==> src/rtl/halfmac_unit.sv <==
module halfmac_unit #(
  parameter int          XLEN        = 32,
  parameter int          HLEN        = 16,
  parameter int          RIDX        = 4,
  parameter logic [11:0] F1_OPC      = 12'hFB1,
  parameter logic [7:0]  F2_OPC      = 8'h10,
  parameter logic [3:0]  COND_ALWAYS = 4'b1110
) (
  input  logic            clk,
  input  logic            rst_n,
  input  logic            in_valid,
  input  logic            fmt_sel,
  input  logic [31:0]     instr,
  input  logic [XLEN-1:0] opa,
  input  logic [XLEN-1:0] opb,
  input  logic [XLEN-1:0] acc,
  input  logic            q_clr,
  output logic [RIDX-1:0] rn_idx,
  output logic [RIDX-1:0] rm_idx,
  output logic [RIDX-1:0] ra_idx,
  output logic            out_valid,
  output logic            dec_err,
  output logic [RIDX-1:0] dst_idx,
  output logic [XLEN-1:0] result,
  output logic [3:0]      cond,
  output logic            q_flag
);

  localparam int PW = 2 * HLEN;

  logic            f1_hit, f2_hit, hit, sel_a, sel_b, ovf;
  logic [RIDX-1:0] dst_d;
  logic [HLEN-1:0] half_a, half_b;
  logic [PW-1:0]   prod;
  logic [XLEN-1:0] prod_x, sum;

  assign f1_hit = (instr[31:20] == F1_OPC) && (instr[7:6] == 2'b00);
  assign f2_hit = (instr[27:20] == F2_OPC) && instr[7] && !instr[4];
  assign hit    = fmt_sel ? f2_hit : f1_hit;

  assign rn_idx = fmt_sel ? instr[3:0]   : instr[19:16];
  assign rm_idx = fmt_sel ? instr[11:8]  : instr[3:0];
  assign ra_idx = instr[15:12];
  assign dst_d  = fmt_sel ? instr[19:16] : instr[11:8];

  assign sel_a  = instr[5];
  assign sel_b  = fmt_sel ? instr[6] : instr[4];

  assign half_a = sel_a ? opa[2*HLEN-1:HLEN] : opa[HLEN-1:0];
  assign half_b = sel_b ? opb[2*HLEN-1:HLEN] : opb[HLEN-1:0];

  assign prod   = PW'($signed(half_a) * $signed(half_b));
  assign prod_x = XLEN'($signed(prod));
  assign sum    = prod_x + acc;
  assign ovf    = (prod_x[XLEN-1] == acc[XLEN-1]) && (sum[XLEN-1] != prod_x[XLEN-1]);

  always_ff @(posedge clk) begin
    if (!rst_n) begin
      out_valid <= 1'b0;
      dec_err   <= 1'b0;
      dst_idx   <= '0;
      result    <= '0;
      cond      <= '0;
      q_flag    <= 1'b0;
    end else begin
      out_valid <= in_valid && hit;
      dec_err   <= in_valid && !hit;
      if (in_valid && hit) begin
        dst_idx <= dst_d;
        result  <= sum;
        cond    <= fmt_sel ? instr[31:28] : COND_ALWAYS;
      end
      q_flag <= (q_flag && !q_clr) || (in_valid && hit && ovf);
    end
  end

  p_excl_r7: assert property (@(posedge clk) disable iff (!rst_n)
    !(out_valid && dec_err));

  p_q_sticky_r6: assert property (@(posedge clk) disable iff (!rst_n)
    (q_flag && !q_clr) |=> q_flag);

  p_q_rise_r5: assert property (@(posedge clk) disable iff (!rst_n)
    $rose(q_flag) |-> $past(in_valid));

  p_valid_src_r10: assert property (@(posedge clk) disable iff (!rst_n)
    out_valid |-> $past(in_valid));

  p_err_src_r7: assert property (@(posedge clk) disable iff (!rst_n)
    dec_err |-> $past(in_valid));

  p_err_holds_q_r7: assert property (@(posedge clk) disable iff (!rst_n)
    (in_valid && !hit && !q_clr) |=> (q_flag == $past(q_flag)));

endmodule

==> config.mk <==
export PLATFORM = sky130hd
export DESIGN_NAME = halfmac_unit
export DESIGN_NICKNAME = d
export VERILOG_FILES = /design/src/rtl/halfmac_unit.sv
export SDC_FILE = /design/constraint.sdc
export NUM_CORES = 1
export LEC_CHECK = 0
export ABC_AREA = 1
export CAP_MARGIN = 15
export CELL_PAD_IN_SITES_DETAIL_PLACEMENT = 0
export CELL_PAD_IN_SITES_GLOBAL_PLACEMENT = 1
export CORE_ASPECT_RATIO = 0.75
export CORE_MARGIN = 1
export CORE_UTILIZATION = 40
export CTS_CLUSTER_SIZE = 16
export DETAILED_ROUTE_END_ITERATION = 8
export DONT_BUFFER_PORTS = 1
export PLACE_DENSITY_LB_ADDON = 0.1
export SLEW_MARGIN = 15
export SYNTH_ARGS = -nofsm -noshare
export SYNTH_HDL_FRONTEND = slang
export SYNTH_SLANG_ARGS = --single-unit
==> constraint.sdc <==
create_clock -name clk -period 26.6 [get_ports clk]
set_input_delay 6.65 -clock clk [delete_from_list [all_inputs] [get_ports clk]]
set_output_delay 6.65 -clock clk [all_outputs]
set_load 0.1 [all_outputs]
Word-level counts from Yosys, hierarchy flattened:

Index checks and enable logic that the tools add are counted.
Widths: inputs -> output; s select.

* bits in writable memories: 0
* register bits: 43
* output and inout bits: 55
* memories kept: 0
* latch bits: 0
* memory bits (read-only): 0
* bits of input ports: 133

* order comparisons: 0
* shift operators: 0
* reduce and logical (&&, ||, !) cells: 13
* muxes and demuxes: 8
* eq/ne operators: 4
* add/sub/neg operators: 1
* divide/modulo/power cells: 0
* bitwise operators: 0
* multiply operators: 1

Operators with widths (count)
* $add 32x32->32: 1
* $mul 16x16->32: 1
* $mux 16: 2
* $mux 4: 4
* $eq 12x12->1 const B: 1
* $eq 8x5->1 const B: 1
* $logic_and 1x1->1: 8
* $logic_not 1->1: 3
* $logic_not 2->1: 1
* $mux 1: 2
* $eq 1x1->1: 1
* $logic_or 1x1->1: 1
* $ne 1x1->1: 1

Depth between registers and ports, before layout:

Gate-level depths: netlist (run 1).

* word-level depth: 8
* mapped depth: 45

Worst setup path after synthesis (run 1):

No wires, ideal clock.

* path type: input -> output
* from: input port fmt_sel
* to: output port rn_idx[3]
* slack: 10775 ps
* stages on the path: 4
* required time: 19950 ps
* arrival time: 9175 ps
* cells stage by stage: buf_4 > inv_2 > clkbuf_1 > o21ai_0

* word-level cells in the longest chain between the ends: 1

RTL lines
* start, declared: line 12 `input logic fmt_sel,`
* $mux 4: line 41 `assign rn_idx = fmt_sel ? instr[3:0] : instr[19:16];`
* end, declared: line 18 `output logic [RIDX-1:0] rn_idx,`

Every way passes these cells.

Worst setup path after layout (run 1):

* from: input port instr[4]
* to: register q_flag

* word-level cells in the longest chain between the ends: 8
* elaborated cells on any way between the ends: 13
* classes of those cells: add/sub: 1; mul: 1; eq/ne: 2; mux: 3; reduce/logical: 6

RTL lines
* start, declared: line 13 `input logic [31:0] instr,`
* $mux 1: line 47 `assign sel_b = fmt_sel ? instr[6] : instr[4];`
* $mux 16: line 50 `assign half_b = sel_b ? opb[2*HLEN-1:HLEN] : opb[HLEN-1:0];`
* $mul 16x16->32: line 52 `assign prod = PW'($signed(half_a) * $signed(half_b));`
* $add 32x32->32: line 54 `assign sum = prod_x + acc;`
* $ne 1x1->1: line 55 `assign ovf = (prod_x[XLEN-1] == acc[XLEN-1]) && (sum[XLEN-1] != prod_x[XLEN-1]);`
* $logic_and 1x1->1: line 55
* $logic_and 1x1->1 *: line 73 `q_flag <= (q_flag && !q_clr) || (in_valid && hit && ovf);`
* $logic_or 1x1->1 *: line 73
* end signal, assigned: line 73
* end, declared: line 26 `output logic q_flag`

Mark *: on every way between the ends. The rest lies on a longest branch, timed or not.
A chain may end at the register's enable or synchronous reset.

==> results.json, run 1 <==
{
  "slowest_stage": "o21ai_0",
  "root_buffer": "clkbuf_16",
  "rsz0062_at_grt": "no",
  "worstSetupPathType": "in -> reg",
  "grt_pass1_wl_um": 65760,
  "whs_path_depth": 2,
  "crit_path_start_kind": "input pin",
  "setup_viol": 0,
  "vias": 11980,
  "hold_viol": 0,
  "grt_usage": 0.2409,
  "cp_max_fo": 16,
  "finalWeightedCongestion": 0.9165,
  "slew_violations": 0,
  "wl_per_cell_um": 18.07,
  "post-route-min-period_ns": 15.30,
  "gr-total-overflow": 0,
  "synth-xor-area-share": 0.02414,
  "core_area_um2": 34770,
  "reg2reg_slack_ns": 25.20,
  "final_nets": 2409,
  "hold_end": "result[13]$_SDFFE_PN0P_",
  "worstMarginPinSlew_ns": 1.082,
  "crit_top_cell": "nand2_1",
  "clock_skew_ns": 0,
  "synth_edf_count": 0,
  "cts_resized": 0,
  "synth_top_family_by_area": "adder cells",
  "setup_tns_ns": 0,
  "cts_tree": "yes",
  "cts_made_buffers": 5,
  "maxCapViolCount": 0,
  "critPathArrivalTime_ns": 15.48,
  "muxShareOfSynthArea": 0.0007074,
  "synth_compound_area_frac": 0.08807,
  "layout_setup_ws_ns": 11.30,
  "worstReg2RegEnd": "cond[1]$_SDFFE_PN0P_",
  "synth_top_area_frac": 0.3721,
  "syn_nets": 2422,
  "die_w_um": 219.2,
  "area_delta_synth_final_pct": 4.687,
  "htree_levels": 2,
  "vias_per_cell": 5.080,
  "drt-total-wl_um": 42620,
  "hp-class": "reg -> reg",
  "timing.critical_path.buf_inv": 8,
  "cts_sinks": 43,
  "fin_crit_sh": 0.5752,
  "hold_start": "result[13]$_SDFFE_PN0P_",
  "ys_ff_latch": 43,
  "reg2reg_depth": 2,
  "max_stage_delay_ns": 0.73,
  "synth_fa_ha_area_frac": 0.4729,
  "boundaryPins": 188,
  "grt_antenna_before_repair": 1,
  "port_buffers": 0,
  "yosysWarnings": 0,
  "clk_pin_slew_ns": 0.06,
  "syn_avg_cell_area_um2": 7.401,
  "drive_gt1_frac": 0.04684,
  "async_flop_share": 0,
  "ys_seq_area_frac": 0.06084,
  "synth_cell_types": 52,
  "postCtsSetupRepairBufs": 0,
  "start_util": 0.4070,
  "grt_max_degree": 44,
  "holdBufCountCts": 0,
  "dieArea_um2": 36140,
  "dp_hpwl_um": 37380,
  "mappedNetlistArea_um2": 14150,
  "clock.fmax_mhz": 65.35,
  "ys.flop_type": "dfxtp_1",
  "cp-end-kind": "flop",
  "grt_pass1_vias": 11560,
  "required_ns": 26.78,
  "status": "finished, final reports clean",
  "synth_top_area_cell": "fa_1",
  "r2r_start": "cond[1]$_SDFFE_PN0P_",
  "slew_headroom": 0.2775,
  "clkLatencyLatePin_ns": 0.29,
  "drt_pass1_iterations": 5,
  "drt_iter0_markers": 841,
  "dpl_worst_slack_ns": 11.08,
  "cp_top_family": "adder cells",
  "route.detailed.drc": 0,
  "ant_nets": 0,
  "synth_cells": 1912,
  "rows": 59,
  "die_y_um": 164.9,
  "cts.path.max_buffers": 2,
  "synth-simple-area-share": 0.2119,
  "synth_area_leaders": "fa_1 (37%), inv_1 (12%), nand2_1 (11%), ha_1 (10%), dfxtp_1 (6.1%)"
}
==> flip-flops by register name (all words and copies together) (netlist names) <==
signal     count
result        32
cond           4
dst_idx        4
dec_err        1
out_valid      1
q_flag         1
==> worst register-to-register path, cell delays in order, from the launching register on <==
cell     delay [ns]
dfxtp_1        0.97
o21ai_0        0.22
a21oi_1        0.14
==> worst max path at each step <==
stage	from	endpoint	slack (ns)	cells after the start
2_1_floorplan	fmt_sel	rn_idx[3]	10.78	4
3_3_place_gp	instr[4]	result[31]$_SDFFE_PN0P_	11.15	36
3_5_place_dp	instr[4]	q_flag$_SDFF_PN0_	11.08	36
4_1_cts	instr[4]	q_flag$_SDFF_PN0_	11.36	36
5_1_grt	instr[4]	result[31]$_SDFFE_PN0P_	10.64	34
6_report	instr[4]	q_flag$_SDFF_PN0_	11.30	36
==> metrics by stage <==
stage	area (um^2)	std cells	hold WS, ns	utilization
global route	14810	2357	0.9587	0.4259
floorplan	14150	1912	0.8847	-
global placement	14620	2349	0.8996	0.4205
detailed placement	14620	2349	0.9093	0.4205
CTS	14810	2357	0.9188	0.4259
finish	14810	2359	0.9168	0.4260
==> area by class of cell <==
class	count	area, um^2
Tap cell	457	571.8
Clock buffer	6	128.9
Sequential cell	43	860.8
Inverter	472	1772
Multi-Input combinational cell	1361	11290
Antenna cell	2	5.005
Timing Repair Buffer	16	120.1
Clock inverter	2	60.06
Fill cell	3688	19960
==> cell families (layout without fill, tap and decap cells) <==
| group | count (synthesis) | after routing |
|---|---|---|
| and+or+nand+nor | 738 | 738 |
| AOI/OAI and AO/OA | 206 | 206 |
| adders and majority gates | 377 | 377 |
| DFF | 43 | 43 |
| other | 0 | 2 |
| muxes | 1 | 1 |
| xor gates and xnor gates | 39 | 39 |
| buffers and inverters | 508 | 496 |
==> routing by layer <==
| metal | share of wire | vias up | global-route usage |
|---|---|---|---|
| met5 | 0.00016 | - | 0 |
| met3 | 0.079 | 16 | 0.04346 |
| met2 | 0.43 | 356 | 0.3567 |
| met4 | 0.0050 | 2 | 0.01452 |
| met1 | 0.49 | 5898 | 0.3756 |
| li1 | - | 5712 | - |
==> cells in the mapped netlist (4+ instances only) <==
cell type and instances:
dfxtp_1 43, o211ai_1 4, a31oi_1 8, buf_2 12
clkbuf_1 9, o21ai_0 45, o21ai_1 23, xor2_1 23
nand2_1 410, nand3_1 56, nor2_1 215, nor4_1 6
nor3_1 9, clkinv_1 4, o21bai_1 6, o21ai_2 17
o21a_1 4, fa_1 263, ha_1 114, xnor2_1 16
inv_1 453, inv_2 15, buf_4 11, or2_2 15
nand4_1 14, a21o_1 5, a21oi_1 76
==> placed cells by master (no fill, tap or decap), types with 2 or more instances in the layout <==
cell | netlist | routed
o21bai_1 | 6 | 6
bufinv_16 | 0 | 2
a22oi_2 | 2 | 2
a21o_1 | 5 | 5
ha_1 | 114 | 114
dfxtp_1 | 43 | 43
o211ai_2 | 3 | 3
a21boi_0 | 3 | 3
o211ai_1 | 4 | 4
nand4_1 | 14 | 14
nor3_1 | 9 | 9
o21a_1 | 4 | 4
a21oi_1 | 76 | 76
o221ai_1 | 3 | 3
nand2_2 | 2 | 2
diode_2 | 0 | 2
inv_1 | 453 | 453
o21ai_2 | 17 | 19
inv_2 | 15 | 15
and3_1 | 2 | 2
nor2_1 | 215 | 215
nand2_1 | 410 | 410
o21ai_1 | 23 | 24
or2_2 | 15 | 15
o21ai_0 | 45 | 42
nor4_1 | 6 | 6
clkinv_1 | 4 | 4
fa_1 | 263 | 263
clkbuf_16 | 0 | 5
buf_4 | 11 | 16
xor2_1 | 23 | 23
nand3_1 | 56 | 56
xnor2_1 | 16 | 16
a31oi_1 | 8 | 8
Power of run 1 is left out: the tool's default activity adds up to more than one toggle a clock period on the data nets, which glitch-free logic cannot reach.
==> inputs of run 2 (changes only) <==
- clock period: 26.6 -> 14.3 ns (I/O delays scaled with it)
==> results.json, run 2 (same netlist as run 1, synthesis figures left out) <==
{
  "status": "finished, final reports clean",
  "crit_top_cell": "nand2_1",
  "cp-end-kind": "flop",
  "final_cell_mix": "inv_1 (453), nand2_1 (410), fa_1 (263)",
  "cts.path.max_buffers": 2,
  "cts_made_buffers": 5,
  "boundaryPins": 188,
  "worstSetupPathType": "in -> reg",
  "cts_tree": "yes",
  "largest_reg_flops": 32,
  "route.detailed.drc": 0,
  "critPathArrivalTime_ns": 12.50,
  "reg2reg_depth": 2,
  "grt_max_degree": 44,
  "port_buffers": 0,
  "grt_antenna_before_repair": 2,
  "hold_end": "result[13]$_SDFFE_PN0P_",
  "final_common_cell": "inv_1",
  "hp-class": "reg -> reg",
  "vias": 11830,
  "die_w_um": 219.2,
  "fin_crit_sh": 0.8610,
  "grt_pass1_wl_um": 65030,
  "cts_resized": 0,
  "grt_usage": 0.2386,
  "crit_path_start_kind": "input pin",
  "max_stage_delay_ns": 0.77,
  "dieArea_um2": 36140,
  "ant_nets": 0,
  "slowest_stage": "fa_1",
  "clk_pin_slew_ns": 0.06,
  "worstMarginPinSlew_ns": 1.080,
  "root_buffer": "clkbuf_16",
  "r2r_start": "result[3]$_SDFFE_PN0P_",
  "core_area_um2": 34770,
  "area_delta_synth_final_pct": 4.598,
  "drt-total-wl_um": 42100,
  "hold_start": "result[13]$_SDFFE_PN0P_",
  "wl_per_cell_um": 17.87,
  "hold_viol": 0,
  "maxCapViolCount": 0,
  "slew_headroom": 0.2800,
  "reg2reg_slack_ns": 12.88,
  "finalWeightedCongestion": 0.9301,
  "grt_pass1_vias": 11440,
  "clock.fmax_mhz": 81.22,
  "final_nets": 2408,
  "drt_iter0_markers": 938,
  "postCtsSetupRepairBufs": 0,
  "start_util": 0.4070,
  "n_antenna_cell": 0,
  "holdBufCountCts": 0,
  "drt_pass1_iterations": 7,
  "clkLatencyLatePin_ns": 0.29,
  "gr-total-overflow": 0,
  "post-route-min-period_ns": 12.31,
  "required_ns": 14.49,
  "clock_skew_ns": 0,
  "max_flop_register": "result",
  "cts_sinks": 43,
  "slew_violations": 0,
  "htree_levels": 2,
  "worstReg2RegEnd": "result[3]$_SDFFE_PN0P_",
  "drive_gt1_frac": 0.04634,
  "rows": 59,
  "reg_top3": "result (32), cond (4), dst_idx (4)",
  "vias_per_cell": 5.020,
  "rsz0062_at_grt": "no",
  "dp_hpwl_um": 36940,
  "setup_viol": 0,
  "cp_max_fo": 16,
  "die_y_um": 164.9,
  "setup_tns_ns": 0,
  "whs_path_depth": 2
}
## run 2: changes by cell type in the layout (fill, tap and decap cells not counted), sizes merged
cell	previous run	this run
diode	2	0
buf	16	15
## run 2: area by class of cell
cell class	count	area, um^2
fill	3688	19970
tap	457	571.8
clock buffer	6	128.9
timing repair buffer	15	112.6
multi-input combinational	1361	11290
sequential	43	860.8
inverter	472	1772
clock inverter	2	60.06
## run 2: stage by stage
step / util / cell area (um^2) / worst slack, ns / hold WS, ns / std cells
2_1_floorplan: - / 14150 / 3.661 / 0.8847 / 1912
3_3_place_gp: 0.4202 / 14610 / 1.862 / 0.8966 / 2348
3_5_place_dp: 0.4202 / 14610 / 1.823 / 0.9108 / 2348
4_1_cts: 0.4257 / 14800 / 2.095 / 0.9189 / 2356
5_1_grt: 0.4257 / 14800 / 1.410 / 0.9630 / 2356
6_report: 0.4257 / 14800 / 1.988 / 0.9177 / 2356
## run 2: worst max-delay path, delay by kind of cell
kind	cells	cell delay (ns)
xor gates and xnor gates	1	0.15
buffers and inverters	6	1.10
adders and majority gates	8	3.94
and+or+nand+nor	15	2.84
AOI/OAI and AO/OA	4	0.86
## run 2: worst max-delay path by stage
stage          slack [ns]  depth (start not counted)     start                      end
6_report             1.99                         34  instr[4]        q_flag$_SDFF_PN0_
5_1_grt              1.41                         32  instr[4]        q_flag$_SDFF_PN0_
4_1_cts              2.09                         34  instr[4]        q_flag$_SDFF_PN0_
3_5_place_dp         1.82                         34  instr[4]        q_flag$_SDFF_PN0_
3_3_place_gp         1.86                         34  instr[4]  result[31]$_SDFFE_PN0P_
2_1_floorplan        3.66                         36   fmt_sel  result[31]$_SDFFE_PN0P_
## run 2: per-layer routing
layer	up-vias	wire (um)	track usage
li1	5701	-	-
met1	5765	20560	0.3700
met2	331	17890	0.3470
met3	25	3334	0.05120
met4	4	288	0.02020
met5	-	29	0
Power of run 2 is left out for the same reason.
